<file path="src/rtl/lwp_pkg.sv">
package lwp_pkg;
    localparam int LUMA_W   = 8;
    localparam int CHROMA_W = 4;
    localparam int PIX_W    = LUMA_W + CHROMA_W;

    typedef struct packed {
        logic [LUMA_W-1:0]   luma;
        logic [CHROMA_W-1:0] chroma;
    } pix_t;
endpackage

</file>
<file path="src/rtl/lwp_ptr_ctrl.sv">
module lwp_ptr_ctrl #(
    parameter int LINE_WORDS = 16,
    parameter int NUM_LINES  = 8,
    localparam int PTR_W     = $clog2(LINE_WORDS),
    localparam int LINE_AW   = $clog2(NUM_LINES)
) (
    input  logic               clk,
    input  logic               rst_n,
    input  logic               load_i,
    input  logic [LINE_AW-1:0] line_addr_i,
    input  logic [PTR_W-1:0]   bit_addr_i,
    input  logic               wr_en_i,
    input  logic               in_en_i,
    output logic [PTR_W-1:0]   ptr_o,
    output logic [LINE_AW-1:0] line_o,
    output logic               capture_o
);
    localparam logic [PTR_W-1:0] LAST = PTR_W'(LINE_WORDS - 1);

    typedef struct packed {
        logic [PTR_W-1:0]   ptr;
        logic [LINE_AW-1:0] line;
    } state_t;

    state_t st_d, st_q;

    always_comb begin
        st_d = st_q;
        if (load_i) begin
            st_d.line = line_addr_i;
            st_d.ptr  = (32'(bit_addr_i) > LINE_WORDS - 1) ? LAST : bit_addr_i;
        end else if (wr_en_i && st_q.ptr != LAST) begin
            st_d.ptr = st_q.ptr + PTR_W'(1);
        end
    end

    always_ff @(posedge clk or negedge rst_n) begin
        if (!rst_n) st_q <= '0;
        else        st_q <= st_d;
    end

    assign capture_o = wr_en_i && in_en_i && !load_i;
    assign ptr_o     = st_q.ptr;
    assign line_o    = st_q.line;
endmodule

</file>
<file path="src/rtl/lwp_wreg.sv">
module lwp_wreg
    import lwp_pkg::*;
#(
    parameter int LINE_WORDS = 16,
    localparam int PTR_W     = $clog2(LINE_WORDS)
) (
    input  logic                        clk,
    input  logic                        rst_n,
    input  logic                        capture_i,
    input  logic [PTR_W-1:0]            ptr_i,
    input  pix_t                        pix_i,
    output logic [LINE_WORDS*PIX_W-1:0] line_next_o
);
    pix_t ent_d [LINE_WORDS];
    pix_t ent_q [LINE_WORDS];

    always_comb begin
        for (int i = 0; i < LINE_WORDS; i++) begin
            ent_d[i] = ent_q[i];
        end
        if (capture_i) ent_d[ptr_i] = pix_i;
    end

    always_ff @(posedge clk or negedge rst_n) begin
        if (!rst_n) begin
            for (int i = 0; i < LINE_WORDS; i++) ent_q[i] <= '0;
        end else begin
            for (int i = 0; i < LINE_WORDS; i++) ent_q[i] <= ent_d[i];
        end
    end

    for (genvar g = 0; g < LINE_WORDS; g++) begin : g_flat
        assign line_next_o[g*PIX_W +: PIX_W] = ent_d[g];
    end
endmodule

</file>
<file path="src/rtl/lwp_line_store.sv">
module lwp_line_store
    import lwp_pkg::*;
#(
    parameter int LINE_WORDS = 16,
    parameter int NUM_LINES  = 8,
    localparam int PTR_W     = $clog2(LINE_WORDS),
    localparam int LINE_AW   = $clog2(NUM_LINES)
) (
    input  logic                        clk,
    input  logic                        rst_n,
    input  logic                        xfer_i,
    input  logic [LINE_AW-1:0]          xfer_line_i,
    input  logic [LINE_WORDS*PIX_W-1:0] line_data_i,
    input  logic [LINE_AW-1:0]          rd_line_i,
    input  logic [PTR_W-1:0]            rd_pos_i,
    output pix_t                        rd_pix_o
);
    pix_t mem_d [NUM_LINES][LINE_WORDS];
    pix_t mem_q [NUM_LINES][LINE_WORDS];

    always_comb begin
        for (int l = 0; l < NUM_LINES; l++) begin
            for (int w = 0; w < LINE_WORDS; w++) begin
                mem_d[l][w] = mem_q[l][w];
            end
        end
        if (xfer_i) begin
            for (int w = 0; w < LINE_WORDS; w++) begin
                mem_d[xfer_line_i][w] = line_data_i[w*PIX_W +: PIX_W];
            end
        end
    end

    always_ff @(posedge clk or negedge rst_n) begin
        if (!rst_n) begin
            for (int l = 0; l < NUM_LINES; l++)
                for (int w = 0; w < LINE_WORDS; w++) mem_q[l][w] <= '0;
        end else begin
            for (int l = 0; l < NUM_LINES; l++)
                for (int w = 0; w < LINE_WORDS; w++) mem_q[l][w] <= mem_d[l][w];
        end
    end

    assign rd_pix_o = mem_q[rd_line_i][rd_pos_i];
endmodule

</file>
<file path="src/rtl/line_write_port.sv">
module line_write_port
    import lwp_pkg::*;
#(
    parameter int LINE_WORDS = 16,
    parameter int NUM_LINES  = 8,
    localparam int PTR_W     = $clog2(LINE_WORDS),
    localparam int LINE_AW   = $clog2(NUM_LINES)
) (
    input  logic                clk,
    input  logic                rst_n,
    input  logic                load_i,
    input  logic [LINE_AW-1:0]  line_addr_i,
    input  logic [PTR_W-1:0]    bit_addr_i,
    input  logic                wr_en_i,
    input  logic                in_en_i,
    input  logic [LUMA_W-1:0]   luma_i,
    input  logic [CHROMA_W-1:0] chroma_i,
    input  logic                xfer_i,
    input  logic [LINE_AW-1:0]  rd_line_i,
    input  logic [PTR_W-1:0]    rd_pos_i,
    output logic [LUMA_W-1:0]   rd_luma_o,
    output logic [CHROMA_W-1:0] rd_chroma_o,
    output logic [PTR_W-1:0]    ptr_o
);
    logic [LINE_AW-1:0]          tgt_line;
    logic                        capture;
    logic [LINE_WORDS*PIX_W-1:0] line_next;
    pix_t                        in_pix;
    pix_t                        rd_pix;

    assign in_pix.luma   = luma_i;
    assign in_pix.chroma = chroma_i;

    lwp_ptr_ctrl #(.LINE_WORDS(LINE_WORDS), .NUM_LINES(NUM_LINES)) u_ptr (
        .clk(clk), .rst_n(rst_n), .load_i(load_i), .line_addr_i(line_addr_i),
        .bit_addr_i(bit_addr_i), .wr_en_i(wr_en_i), .in_en_i(in_en_i),
        .ptr_o(ptr_o), .line_o(tgt_line), .capture_o(capture)
    );

    lwp_wreg #(.LINE_WORDS(LINE_WORDS)) u_wreg (
        .clk(clk), .rst_n(rst_n), .capture_i(capture), .ptr_i(ptr_o),
        .pix_i(in_pix), .line_next_o(line_next)
    );

    lwp_line_store #(.LINE_WORDS(LINE_WORDS), .NUM_LINES(NUM_LINES)) u_store (
        .clk(clk), .rst_n(rst_n), .xfer_i(xfer_i), .xfer_line_i(tgt_line),
        .line_data_i(line_next), .rd_line_i(rd_line_i), .rd_pos_i(rd_pos_i),
        .rd_pix_o(rd_pix)
    );

    assign rd_luma_o   = rd_pix.luma;
    assign rd_chroma_o = rd_pix.chroma;
endmodule

</file>
<file path="config.mk">
export PLATFORM = sky130hd
export DESIGN_NAME = line_write_port
export DESIGN_NICKNAME = d
export VERILOG_FILES = /design/src/rtl/lwp_pkg.sv /design/src/rtl/lwp_ptr_ctrl.sv /design/src/rtl/lwp_wreg.sv /design/src/rtl/lwp_line_store.sv /design/src/rtl/line_write_port.sv
export SDC_FILE = /design/constraint.sdc
export NUM_CORES = 2
export LEC_CHECK = 0
export BUFFER_PORTS_ARGS = -buffer_cell sky130_fd_sc_hd__buf_2
export CAP_MARGIN = 10
export CORE_MARGIN = 2
export CORE_UTILIZATION = 35
export DETAILED_ROUTE_END_ITERATION = 7
export SLEW_MARGIN = 20
export SYNTH_ARGS = -nofsm -noshare
export SYNTH_HDL_FRONTEND = slang
export SYNTH_SLANG_ARGS = --single-unit
</file>
<file path="constraint.sdc">
create_clock -name clk -period 6.2 [get_ports clk]
set_input_delay 0.62 -clock clk [delete_from_list [all_inputs] [get_ports clk]]
set_output_delay 0.62 -clock clk [all_outputs]
set_load 0.1 [all_outputs]
</file>
==> flow_summary_export.csv <==
group,metric,value,unit
global_routing,grt_usage,17.8,%
die,io_pins,48,
setup_path,critPathArrivalTime,3.99,ns
power,p_seq_share,47.5,%
setup_path,crit_family,"multiplexers",
placed_design,hpwlAfterDp,102000,um
synthesis,yosysTopAreaCellShare,59.2,%
cells_and_area,nets,6127,
timing,skew,0.0637,ns
timing,clock.fmax,217,MHz
clocking,clk_pin_slew_worst_paths,0.05,ns
cells_and_area,fillers,19700,
setup_path,path_max_fanout,66,
timing,fin_ws,1.59,ns
clocking,htree_num_levels,4,
timing,worst_slew_margin_rel,22.7,%
placed_design,post-place-ws,1.56,ns
setup_path,crit_type,"in -> out",
setup_path,required,5.58,ns
cells_and_area,area_growth,12.8,%
clocking,postCtsSetupBuffers,0,
flow_run,max_cap_viol_count,0,
clocking,cts.sinks,1735,
timing,finalHoldViolCount,0,
cells_and_area,multi_input_area,27300,um2
die,die_area,213000,um2
clocking,cts_resized,0,
clocking,clock_path_buffers,3,
clocking,numCtsBuffers,176,
timing,slew_violations,0,
synthesis,synth_cell_types,24,
setup_path,cp_slowest_cell,"mux4_2",
synthesis,synth-seq-area-share,59.2,%
timing,setup_viol,0,
timing,rsz0062_at_grt,"false",
run_status,status,"completed",
power,leakage,0.0364,uW
die,die_x,462,um
cells_and_area,drive_gt1_share,15.7,%
synthesis,syn_area_per_cell,11.7,um2
synthesis,synth_nets,6291,
power,p_per_area,421,nW/um2
setup_path,crit_buf_inv,3,
power,irDropWorstVdd,0.315,mV
cells_and_area,regArea,43400,um2
drt,drc,0,
global_routing,grt_pass1_wl,294000,um
worst_hold_path,hold_path_class,"in -> reg",
synthesis,syn_inst,6255,
drt,ant_nets,0,
synthesis,synthTopCellsByCount,"dfrtp_1, nor2_1, nand2_1",
power,combPwrFrac,20.2,%
power,totalPowerFinal,34800,uW
setup_path,end_kind,"primary output",
power,intPower,24600,uW
drt,drt_first_iter_violations,3865,
die,core,209000,um2
setup_path,start_kind,"primary input",
clocking,cts_root_buffer,"clkbuf_16",
synthesis,synth-warning-count,0,
drt,firstDrtPassIters,6,
setup_path,crit_chain,"buf_8 > buf_12 > mux4_2 > mux4_2 > mux4_2 > mux2_2 > buf_2",
clocking,clock_latency,0.84,ns
global_routing,antenna_found_initial,9,
die,rows,168,
drt,vias_per_cell,5.19,
synthesis,async_flop_share,100,%
power,p_sw,10200,uW
synthesis,netlist_area,73300,um2
clocking,ctsHoldBuffers,3,
synthesis,yosysMostFrequentCell,"dfrtp_1",
placed_design,io_buffers,47,
setup_path,cp_slowest_stage_delay,0.59,ns
synthesis,ys_dominant_reg_cell,"dfrtp_1",
synthesis,ys_ff_latch,1735,
drt,wl,187000,um
die,initial_core_util,35.1,%
synthesis,synth_area_leader_cell,"dfrtp_1",
synthesis,synth_edf_count,0,
die,die_h,462,um
drt,via_count,47000,
global_routing,grt_max_degree,195,
clocking,cts_tree,"built",
global_routing,grt_overflow,0,
setup_path,cp_common_cell,"mux4_2",
timing,worst-slew-pin-transition,1.16,ns
power,switching_share,29.3,%
drt,avgRoutedWirePerCell,20.6,um
timing,fin_tns_setup,0,ns
cells_and_area,final_area,82700,um2
placed_design,place.gp.congestion,0.769,
placed_design,place_area,76400,um2
timing,period_needed,4.61,ns
global_routing,grt_pass1_vias,47600,
timing,period_share,74.4,%
synthesis,yosys-top-cells-area,"dfrtp_1, mux4_2, o21ai_0",
power,pwr-share-clk,32.4,%
[power by group through the flow]
| stage | sequential [uW] | clock, uW | combinational [uW] |
|---|---|---|---|
| floorplan | 16000 | 0 | 5510 |
| global placement | 16600 | 0 | 6760 |
| detailed placement | 16700 | 0 | 7080 |
| CTS | 16500 | 11500 | 7100 |
| global route | 16900 | 12000 | 7950 |
| finish | 16500 | 11300 | 7030 |
[flip-flops by register name, summed over array words and instances, names as in the netlist]
| name | flops |
|---|---|
| u_ptr.ptr_o | 4 |
| u_store.mem_q | 1536 |
| u_wreg.ent_q | 192 |
| u_ptr.line_o | 3 |
[through the flow]
step	utilization [%]	hold slack [ns]	cells
after global routing	39.6	0.0382	9046
after floorplan	-	0.324	6255
after detailed placement	36.6	0.465	8714
final	39.6	0.0627	9049
after global placement	36.6	0.457	8714
after CTS	39.6	0.00733	9045
[placed cells by master (no fill, tap or decap), drive strengths merged]
cell,synthesis,routed
dfrtp,1735,1735
buf,106,144
nand2b,3,3
nand2,775,775
clkbuf,384,256
inv,194,204
mux4,504,504
and3,1,1
diode,0,3
nor3b,2,2
nand3,2,2
o21ai,771,771
xnor2,2,2
clkinv,0,37
or3,4,4
nand4b,7,7
nand4,1,1
nor3,2,2
clkinvlp,0,8
dlygate4sd3,0,3
mux2i,194,194
mux2,16,16
a21oi,768,768
nor2,780,780
ha,4,4
bufinv,0,18
[worst reg2reg max path: cells and delay by family (launching register included)]
| family | cells | cell delay (ns) |
|---|---|---|
| and+or+nand+nor | 2 | 1.23 |
| buffers and inverters | 1 | 0.49 |
| AOI/OAI and AO/OA | 1 | 0.19 |
| DFF | 1 | 0.43 |
| muxes | 1 | 0.66 |
| adders and majority gates | 1 | 0.24 |
[cell families (layout without fill, tap and decap cells)]
logic type / Yosys count / count (layout) / synth area share, %
flip-flops: 1735 / 1735 / 59.2
AND/OR/NAND/NOR: 1577 / 1577 / 8.17
AO/OA/AOI/OAI: 1539 / 1539 / 10.5
multiplexers: 714 / 714 / 18.4
buffers and inverters: 684 / 670 / 3.64
adder cells (fa/ha/maj): 4 / 4 / 0.0683
XOR/XNOR: 2 / 2 / 0.0239
other: 0 / 3 / 0
[worst paths after layout]
kind	start	endpoint	slack [ns]	depth (start not counted)
worst min register to register	u_store.mem_q[430]	u_store.mem_q[430]	0.47	2
min in group asynchronous	rst_n	u_store.mem_q[514]	0.37	2
worst min-delay path	bit_addr_i[2]	u_ptr.ptr_o[2]	0.06	3
worst max register to register	u_ptr.ptr_o[1]	u_store.mem_q[385]	2.83	6
max in group asynchronous	rst_n	u_store.mem_q[1515]	4.04	3
worst max-delay path	rd_line_i[0]	rd_luma_o[2]	1.59	7
[area by class of cell]
| cell class | count | share of cell area [%] |
|---|---|---|
| flip-flops and latches | 1735 | 52.5 |
| multi-input cells | 3836 | 33.1 |
| clock buffers | 255 | 6.23 |
| well taps | 2805 | 4.24 |
| repair buffers | 148 | 1.77 |
| clock inverters | 73 | 1.33 |
| inverters | 194 | 0.880 |
| diodes | 3 | 0.00908 |
[layer usage]
| metal | GRT usage [%] | part of all wire, % |
|---|---|---|
| met5 | 0 | 0.022 |
| met2 | 28.6 | 48 |
| met3 | 3.10 | 5.2 |
| met4 | 5.51 | 2.9 |
| met1 | 24.5 | 44 |
No activity file was read; power rests on OpenSTA's default activity.
